==> src/rtl/ledpwm_pkg.sv <==
package ledpwm_pkg;
  localparam int DUTY_W   = 8;
  localparam int PERIOD   = 1 << DUTY_W;
  localparam int LVL_W    = 5;
  localparam int LVL_FULL = 16;

  typedef enum logic [1:0] {FM_IDLE, FM_UP, FM_DOWN} fade_mode_e;

  // intensity at fade level lvl out of 16
  function automatic logic [DUTY_W-1:0] scale_duty(input logic [DUTY_W-1:0] b,
                                                   input logic [LVL_W-1:0] lvl);
    logic [DUTY_W+LVL_W-1:0] prod;
    if (lvl >= LVL_W'(LVL_FULL)) return b;
    prod = (DUTY_W+LVL_W)'(b) * (DUTY_W+LVL_W)'(lvl);
    return prod[DUTY_W+3:4];
  endfunction
endpackage

==> src/rtl/ledpwm_timebase.sv <==
module ledpwm_timebase
  import ledpwm_pkg::*;
#(
  parameter int FADE_UNIT_MS  = 16,
  parameter int BLINK_UNIT_MS = 256,
  localparam int FW = $clog2(FADE_UNIT_MS*16+1),
  localparam int BW = $clog2(BLINK_UNIT_MS*16)
) (
  input  logic              clk,
  input  logic              rst_n,
  input  logic              step_en,
  input  logic              ms_tick,
  input  logic [2:0]        fade_code,
  output logic [DUTY_W-1:0] cnt,
  output logic              fade_tick,
  output logic [BW-1:0]     blink_pos
);
  logic [FW-1:0] fcnt, lim;
  logic [2:0]    code_c;
  logic [BW-1:0] bms, snap;
  logic          wrap;

  assign wrap = step_en && (cnt == '1);

  always_comb begin
    code_c = (fade_code > 3'd5) ? 3'd5 : fade_code;
    lim    = FW'(FADE_UNIT_MS) << (code_c - 3'd1);
  end

  assign fade_tick = ms_tick && (fade_code != 3'd0) && (fcnt >= lim - FW'(1));
  assign blink_pos = wrap ? bms : snap;

  always_ff @(posedge clk) begin
    if (!rst_n) begin
      cnt  <= '0;
      fcnt <= '0;
      bms  <= '0;
      snap <= '0;
    end else begin
      if (step_en) cnt <= cnt + DUTY_W'(1);
      if (fade_code == 3'd0) fcnt <= '0;
      else if (ms_tick) fcnt <= fade_tick ? '0 : fcnt + FW'(1);
      if (ms_tick) bms <= bms + BW'(1);
      if (wrap) snap <= bms;
    end
  end

  p_step_adv_r2: assert property (@(posedge clk) disable iff (!rst_n)
    step_en |=> cnt == $past(cnt) + DUTY_W'(1));
  p_step_hold_r2: assert property (@(posedge clk) disable iff (!rst_n)
    !step_en |=> $stable(cnt));
  p_snap_hold_r10: assert property (@(posedge clk) disable iff (!rst_n)
    !wrap |=> $stable(snap));
endmodule

==> src/rtl/ledpwm_fade.sv <==
module ledpwm_fade
  import ledpwm_pkg::*;
(
  input  logic              clk,
  input  logic              rst_n,
  input  logic              en,
  input  logic              en_rise,
  input  logic              en_fall,
  input  logic              sel_common,
  input  logic              com_rise,
  input  logic              com_fall,
  input  logic              ind_wr,
  input  logic              fade_on,
  input  logic              fade_tick,
  input  logic [DUTY_W-1:0] src,
  output logic [DUTY_W-1:0] req
);
  fade_mode_e        mode;
  logic [LVL_W-1:0]  lvl;
  logic [DUTY_W-1:0] base;
  logic              evt;

  localparam logic [LVL_W-1:0] FULL = LVL_W'(LVL_FULL);

  assign evt = en_rise || en_fall || ind_wr || (sel_common && (com_rise || com_fall));
  assign req = scale_duty(base, lvl);

  always_ff @(posedge clk) begin
    if (!rst_n) begin
      mode <= FM_IDLE;
      lvl  <= '0;
      base <= '0;
    end else if (en_fall) begin
      if (fade_on) mode <= FM_DOWN;
      else begin
        mode <= FM_IDLE;
        lvl  <= '0;
      end
    end else if (en_rise) begin
      base <= src;
      if (fade_on) begin
        mode <= FM_UP;
        lvl  <= '0;
      end else begin
        mode <= FM_IDLE;
        lvl  <= FULL;
      end
    end else if (!en) begin
      if (ind_wr && !sel_common && mode == FM_DOWN) begin
        mode <= FM_IDLE;
        lvl  <= '0;
      end else if (mode == FM_DOWN) begin
        if (fade_tick) begin
          if (lvl <= LVL_W'(1)) begin
            lvl  <= '0;
            mode <= FM_IDLE;
          end else lvl <= lvl - LVL_W'(1);
        end
      end else begin
        mode <= FM_IDLE;
        lvl  <= '0;
      end
    end else if (sel_common && com_fall) begin
      if (fade_on) mode <= FM_DOWN;
      else begin
        base <= src;
        lvl  <= FULL;
        mode <= FM_IDLE;
      end
    end else if (sel_common && com_rise) begin
      base <= src;
      if (fade_on) begin
        mode <= FM_UP;
        lvl  <= '0;
      end else begin
        mode <= FM_IDLE;
        lvl  <= FULL;
      end
    end else if (ind_wr && !sel_common && mode != FM_IDLE) begin
      base <= src;
      lvl  <= FULL;
      mode <= FM_IDLE;
    end else begin
      unique case (mode)
        FM_IDLE: begin
          base <= src;
          lvl  <= FULL;
        end
        FM_UP: begin
          base <= src;
          if (fade_tick) begin
            if (lvl >= FULL - LVL_W'(1)) begin
              lvl  <= FULL;
              mode <= FM_IDLE;
            end else lvl <= lvl + LVL_W'(1);
          end
        end
        default: begin
          if (fade_tick) begin
            if (lvl <= LVL_W'(1)) begin
              lvl  <= '0;
              mode <= FM_IDLE;
            end else lvl <= lvl - LVL_W'(1);
          end
        end
      endcase
    end
  end

  p_lvl_range_r5: assert property (@(posedge clk) disable iff (!rst_n)
    lvl <= FULL);
  p_up_monotone_r5: assert property (@(posedge clk) disable iff (!rst_n)
    (mode == FM_UP && !evt) |=> lvl >= $past(lvl));
  p_down_monotone_r7: assert property (@(posedge clk) disable iff (!rst_n)
    (mode == FM_DOWN && !evt) |=> lvl <= $past(lvl));
  p_cancel_dark_r8: assert property (@(posedge clk) disable iff (!rst_n)
    (!en && !en_fall && ind_wr && !sel_common && mode == FM_DOWN) |=> req == '0);
endmodule

==> src/rtl/ledpwm_chan.sv <==
module ledpwm_chan
  import ledpwm_pkg::*;
#(
  parameter int CH            = 0,
  parameter int NCH           = 8,
  parameter int BLINK_UNIT_MS = 256,
  localparam int BW = $clog2(BLINK_UNIT_MS*16),
  localparam int PW = BW + 1,
  localparam logic [DUTY_W-1:0] OFFS = DUTY_W'(CH * (PERIOD / NCH))
) (
  input  logic              clk,
  input  logic              rst_n,
  input  logic              step_en,
  input  logic [DUTY_W-1:0] cnt,
  input  logic [DUTY_W-1:0] req,
  input  logic [BW-1:0]     blink_pos,
  input  logic [2:0]        per_code,
  input  logic [1:0]        duty_code,
  output logic              drv
);
  logic [DUTY_W-1:0] phase, lat;
  logic [PW-1:0]     plen, olen, pos;
  logic              start, gate, blink_now;

  assign phase = cnt - OFFS;
  assign start = step_en && (phase == '1);

  always_comb begin
    plen      = '0;
    olen      = '0;
    pos       = '0;
    blink_now = 1'b1;
    if (per_code >= 3'd1 && per_code <= 3'd5) begin
      plen      = PW'(BLINK_UNIT_MS) << (per_code - 3'd1);
      olen      = plen >> (3'd4 - {1'b0, duty_code});
      pos       = {1'b0, blink_pos} & (plen - PW'(1));
      blink_now = pos < olen;
    end
  end

  always_ff @(posedge clk) begin
    if (!rst_n) begin
      lat  <= '0;
      gate <= 1'b1;
    end else if (start) begin
      lat  <= req;
      gate <= blink_now;
    end
  end

  assign drv = gate && ((lat == '1) || (phase < lat));

  p_latch_hold_r3: assert property (@(posedge clk) disable iff (!rst_n)
    !start |=> ($stable(lat) && $stable(gate)));
  p_zero_dark_r1: assert property (@(posedge clk) disable iff (!rst_n)
    (lat == '0) |-> !drv);
  p_full_lit_r1: assert property (@(posedge clk) disable iff (!rst_n)
    (gate && lat == '1) |-> drv);
  p_blink_dark_r9: assert property (@(posedge clk) disable iff (!rst_n)
    !gate |-> !drv);
endmodule

==> src/rtl/staggered_led_dimmer.sv <==
module staggered_led_dimmer
  import ledpwm_pkg::*;
#(
  parameter int NCH           = 8,
  parameter int FADE_UNIT_MS  = 16,
  parameter int BLINK_UNIT_MS = 256,
  localparam int BW = $clog2(BLINK_UNIT_MS*16)
) (
  input  logic                clk,
  input  logic                rst_n,
  input  logic                step_en,
  input  logic                ms_tick,
  input  logic                enable,
  input  logic [2:0]          fade_code,
  input  logic [DUTY_W-1:0]   common_duty,
  input  logic [NCH*DUTY_W-1:0] ind_duty,
  input  logic [NCH-1:0]      sel_common,
  input  logic [NCH*3-1:0]    blink_period,
  input  logic [NCH*2-1:0]    blink_duty,
  output logic [NCH-1:0]      led_drv
);
  logic [DUTY_W-1:0]     cnt, com_q;
  logic [NCH*DUTY_W-1:0] ind_q;
  logic [BW-1:0]         blink_pos;
  logic                  fade_tick, en_q, en_rise, en_fall, com_rise, com_fall, fade_on;

  always_ff @(posedge clk) begin
    if (!rst_n) begin
      en_q  <= 1'b0;
      com_q <= '0;
      ind_q <= '0;
    end else begin
      en_q  <= enable;
      com_q <= common_duty;
      ind_q <= ind_duty;
    end
  end

  assign en_rise  = enable && !en_q;
  assign en_fall  = !enable && en_q;
  assign com_rise = (com_q == '0) && (common_duty != '0);
  assign com_fall = (com_q != '0) && (common_duty == '0);
  assign fade_on  = fade_code != 3'd0;

  ledpwm_timebase #(.FADE_UNIT_MS(FADE_UNIT_MS), .BLINK_UNIT_MS(BLINK_UNIT_MS)) u_tb (
    .clk(clk), .rst_n(rst_n), .step_en(step_en), .ms_tick(ms_tick),
    .fade_code(fade_code), .cnt(cnt), .fade_tick(fade_tick), .blink_pos(blink_pos)
  );

  for (genvar n = 0; n < NCH; n++) begin : g_ch
    logic [DUTY_W-1:0] src, req;
    logic              ind_wr;

    assign src    = sel_common[n] ? common_duty : ind_duty[n*DUTY_W +: DUTY_W];
    assign ind_wr = ind_duty[n*DUTY_W +: DUTY_W] != ind_q[n*DUTY_W +: DUTY_W];

    ledpwm_fade u_fade (
      .clk(clk), .rst_n(rst_n), .en(enable), .en_rise(en_rise), .en_fall(en_fall),
      .sel_common(sel_common[n]), .com_rise(com_rise), .com_fall(com_fall),
      .ind_wr(ind_wr), .fade_on(fade_on), .fade_tick(fade_tick), .src(src), .req(req)
    );

    ledpwm_chan #(.CH(n), .NCH(NCH), .BLINK_UNIT_MS(BLINK_UNIT_MS)) u_chan (
      .clk(clk), .rst_n(rst_n), .step_en(step_en), .cnt(cnt), .req(req),
      .blink_pos(blink_pos), .per_code(blink_period[n*3 +: 3]),
      .duty_code(blink_duty[n*2 +: 2]), .drv(led_drv[n])
    );
  end

  p_reset_dark_r11: assert property (@(posedge clk) disable iff (!rst_n)
    $rose(rst_n) |-> led_drv == '0);
endmodule

==> config.mk <==
export PLATFORM = sky130hd
export DESIGN_NAME = staggered_led_dimmer
export DESIGN_NICKNAME = d
export VERILOG_FILES = /design/src/rtl/ledpwm_pkg.sv /design/src/rtl/ledpwm_timebase.sv /design/src/rtl/ledpwm_fade.sv /design/src/rtl/ledpwm_chan.sv /design/src/rtl/staggered_led_dimmer.sv
export SDC_FILE = /design/constraint.sdc
export NUM_CORES = 2
export LEC_CHECK = 0
export BUFFER_PORTS_ARGS = -buffer_cell sky130_fd_sc_hd__buf_2
export CAP_MARGIN = 10
export CORE_MARGIN = 3
export CORE_UTILIZATION = 50
export DETAILED_ROUTE_END_ITERATION = 10
export GPL_ROUTABILITY_DRIVEN = 0
export PLACE_DENSITY = 0.78
export SETUP_SLACK_MARGIN = 0.05
export SLEW_MARGIN = 5
export SYNTH_ARGS = -nofsm -noshare
export SYNTH_HDL_FRONTEND = slang
export SYNTH_SLANG_ARGS = --single-unit
==> constraint.sdc <==
create_clock -name clk -period 4.6 [get_ports clk]
set_input_delay 0.69 -clock clk [delete_from_list [all_inputs] [get_ports clk]]
set_output_delay 0.69 -clock clk [all_outputs]
set_load 0.02 [all_outputs]
==> flow_summary.json <==
{
  "setup_viol": 0,
  "tritoncts": "yes",
  "syn_nets": 4427,
  "clock_latency_ns": 0.57,
  "hold-path-endpoint": "ind_q[62]$_SDFF_PN0_",
  "ff2ff_setup_slack_ns": 0.35,
  "reg2reg_depth": 13,
  "cts_sinks": 305,
  "num_rows": 89,
  "cp_common_cell": "fa_1",
  "synthXorXnorAreaFrac_pct": 4.768,
  "vias": 28180,
  "grt_pass1_wl_um": 139700,
  "drive_gt1_share_pct": 9.170,
  "synthAdderAreaFrac_pct": 22.81,
  "wl_per_cell_um": 18.50,
  "grt_max_degree": 124,
  "vdd_drop_max_v": 0.0002506,
  "critPathMaxFanout": 8,
  "synth_top_family_by_area": "adder cells",
  "grt_pass1_vias": 26920,
  "yosys-top-cells-count": "nand2_1 (387), ha_1 (351), nor2_1 (337)",
  "dr.pass1.iters": 9,
  "cts_max_level": 2,
  "cp.buffers_inverters": 2,
  "fin_crit_ns": 4.247,
  "clk_pin_slew_ns": 0.06,
  "start_util_pct": 51.09,
  "cp_top_family": "adder cells",
  "synthCells": 3820,
  "drc": 0,
  "ys_warn_count": 0,
  "portBuffers": 135,
  "postSynthAreaPerCell_um2": 7.982,
  "p_per_area_nw_per_um2": 217.0,
  "min_from": "ind_duty[62]",
  "drt_wl_total_um": 86420,
  "fin_skew_ns": 0.02626,
  "max_freq_mhz": 235.5,
  "hpwlAfterDp_um": 64120,
  "synth-edff-count": 0,
  "die_y_um": 253.0,
  "cp_data_required_time_ns": 5.07,
  "ios": 136,
  "synth.area.top_cells": "dfxtp_1 (20%), ha_1 (14%), fa_1 (8.4%), nand2_1 (4.8%), and2_1 (4.5%)",
  "ys_types": 95,
  "synth_top_area_share_pct": 20.02,
  "synthArstFlopShare_pct": 0,
  "synth-compound-area-share_pct": 20.26,
  "worst_hold_slack_ns": 0.3527,
  "hold_path_class": "in -> reg",
  "core_area_um2": 59690,
  "cp_cell_sequence": "nand2_1, fa_1, fa_1, fa_1, inv_1, ha_1, o21a_1, a2111oi_0, buf_4, o21bai_1, a21oi_1, xor2_1, a311oi_1",
  "layout.nets": 4472,
  "synthMuxAreaShare_pct": 3.188,
  "max_stage_delay_ns": 0.55,
  "rr_endpoint": "g_ch[4].u_chan.lat[6]$_SDFFE_PN0P_",
  "clock_path_buffers": 3,
  "setup.worst_path.start_class": "flop",
  "drtIter0Drc": 2513,
  "seq_area_frac_synth_pct": 20.02,
  "grt_overflow_total": 0,
  "crit_slowest_cell": "fa_1",
  "tns_ns": 0,
  "yosysMostFrequentCell": "nand2_1",
  "endpoint_kind": "flop",
  "clockRootBuffer": "clkbuf_16",
  "die_x_um": 253.0,
  "maxCapViolCount": 0,
  "syn_area_um2": 30490,
  "final.period_utilization_pct": 92.32,
  "cts_buffers": 39,
  "grt_setup_unrepaired": "false",
  "p_leak_nw": 14.69,
  "synth_ff_type": "dfxtp_1",
  "status": "completed",
  "track_usage_pct": 26.69,
  "synth_seq_cells": 305,
  "ant_nets": 0,
  "cp_data_arrival_time_ns": 4.72,
  "syn_to_final_growth_pct": 9.261,
  "critPathLaunch": "g_ch[4].u_fade.lvl[4]$_SDFFE_PN0P_",
  "worst-setup-path-type": "reg -> reg",
  "slew_headroom_pct": 26.99,
  "yosys.area_share.simple_pct": 22.11,
  "yosys.area.top_type": "dfxtp_1",
  "drv_slew": 0,
  "max_slew.worst_pin.slew_ns": 1.087,
  "hold_viol_final": 0,
  "cts_setup_buffers": 0,
  "vias_per_cell": 6.032,
  "dieArea_um2": 63980,
  "whs_path_depth": 2,
  "timing.rr.start": "g_ch[4].u_fade.lvl[4]$_SDFFE_PN0P_",
  "antenna_found_initial": 5
}
-- stage by stage --
step	std cells	cell area (um^2)	setup WS (ns)	util [%]	total power, mW
global placement	4597	31930	0.2136	53.49	3.959
detailed placement	4597	31930	0.1849	53.49	3.979
CTS	4666	33300	0.2375	55.79	7.246
finish	4671	33320	0.3534	55.82	7.228
floorplan	3820	30490	0.2930	-	3.635
global route	4671	33320	0.09189	55.82	7.481
-- report_power, final --
part / switching (mW) / internal, mW
clock: 1.27 / 2.01
sequential: 0.112 / 2.74
combinational: 0.687 / 0.415
-- worst reg2reg max path: stages, from the launching register on --
cell and delay, ns:
dfxtp_1 0.48, nand2_1 0.15, fa_1 0.53, fa_1 0.53, fa_1 0.55, inv_1 0.05, ha_1 0.33, o21a_1 0.21
a2111oi_0 0.47, buf_4 0.20, o21bai_1 0.10, a21oi_1 0.19, xor2_1 0.08, a311oi_1 0.26
-- cell families after synthesis --
| logic type | count (synthesis) |
|---|---|
| adder cells (fa/ha/maj) | 479 |
| flip-flops | 305 |
| multiplexers | 96 |
| AND/OR/NAND/NOR | 1371 |
| AO/OA/AOI/OAI | 872 |
| buffers and inverters | 531 |
| XOR/XNOR | 166 |
-- cell type report --
type	instances	area, um^2
antenna	5	12.51
clock buffer	54	1134
clock inverter	15	237.7
fill	5384	26370
inverter	317	1192
multi-input combinational	2984	22330
sequential	305	6108
tap	773	967.2
timing repair buffer	218	1330
-- metal layers --
metal  vias to the layer above  track usage, %  wire, um
li1                      13520               -         -
met1                     13430           35.50     37310
met2                      1050           43.81     39300
met3                       178           3.811      6598
met4                         0           10.56      3212
met5                         -               0         0
-- state kept, by name, summed over array words and instances, names as in the netlist --
register          flops
com_q                 8
en_q                  1
g_ch.u_chan.gate      8
g_ch.u_chan.lat      64
g_ch.u_fade.base     64
g_ch.u_fade.lvl      40
g_ch.u_fade.mode     16
ind_q                64
u_tb.bms             12
u_tb.cnt              8
u_tb.fcnt             9
u_tb.snap            11
-- placed cells by master (no fill, tap or decap), types with 13 or more instances in the layout --
| cell type | instances |
|---|---|
| a31oi_1 | 75 |
| ha_1 | 351 |
| inv_1 | 312 |
| and2_1 | 217 |
| nand4_1 | 76 |
| nor3b_1 | 13 |
| o31ai_1 | 29 |
| clkbuf_16 | 40 |
| a211oi_1 | 55 |
| a22oi_1 | 17 |
| nor4_1 | 16 |
| xnor2_1 | 81 |
| buf_2 | 134 |
| xor2_1 | 85 |
| or3_1 | 28 |
| dfxtp_1 | 303 |
| o32ai_1 | 19 |
| nand2b_1 | 40 |
| buf_4 | 81 |
| and3_1 | 23 |
| a21oi_1 | 109 |
| nand2_1 | 387 |
| a2bb2oi_1 | 14 |
| mux2i_1 | 87 |
| o211a_1 | 16 |
| o21a_1 | 60 |
| a211o_1 | 13 |
| nor2_1 | 337 |
| o211ai_1 | 33 |
| a32oi_1 | 17 |
| o21ai_0 | 186 |
| nor3_1 | 69 |
| nor2b_1 | 33 |
| o21bai_1 | 25 |
| nand3_1 | 77 |
| fa_1 | 128 |
| a21o_1 | 44 |
-- what timing repair did --
item | 4_1_cts | 5_1_grt
hold buffers | 0 | 0
setup endpoints to repair | 0 | 2
resized for setup | 0 | 2
hold endpoints to repair | 0 | 0
-- worst max path at each step --
stage,end,slack (ns),depth (start not counted)
final,g_ch[4].u_chan.lat[6]$_SDFFE_PN0P_,0.35,13
after global routing,g_ch[5].u_chan.lat[4]$_SDFFE_PN0P_,0.09,12
after CTS,g_ch[4].u_chan.lat[6]$_SDFFE_PN0P_,0.24,13
after detailed placement,g_ch[1].u_fade.lvl[4]$_SDFFE_PN0P_,0.18,14
after global placement,g_ch[1].u_fade.lvl[4]$_SDFFE_PN0P_,0.21,14
after floorplan,g_ch[2].u_chan.lat[6]$_SDFFE_PN0P_,0.29,14
Note: power is estimated with default switching activity, not from simulation.
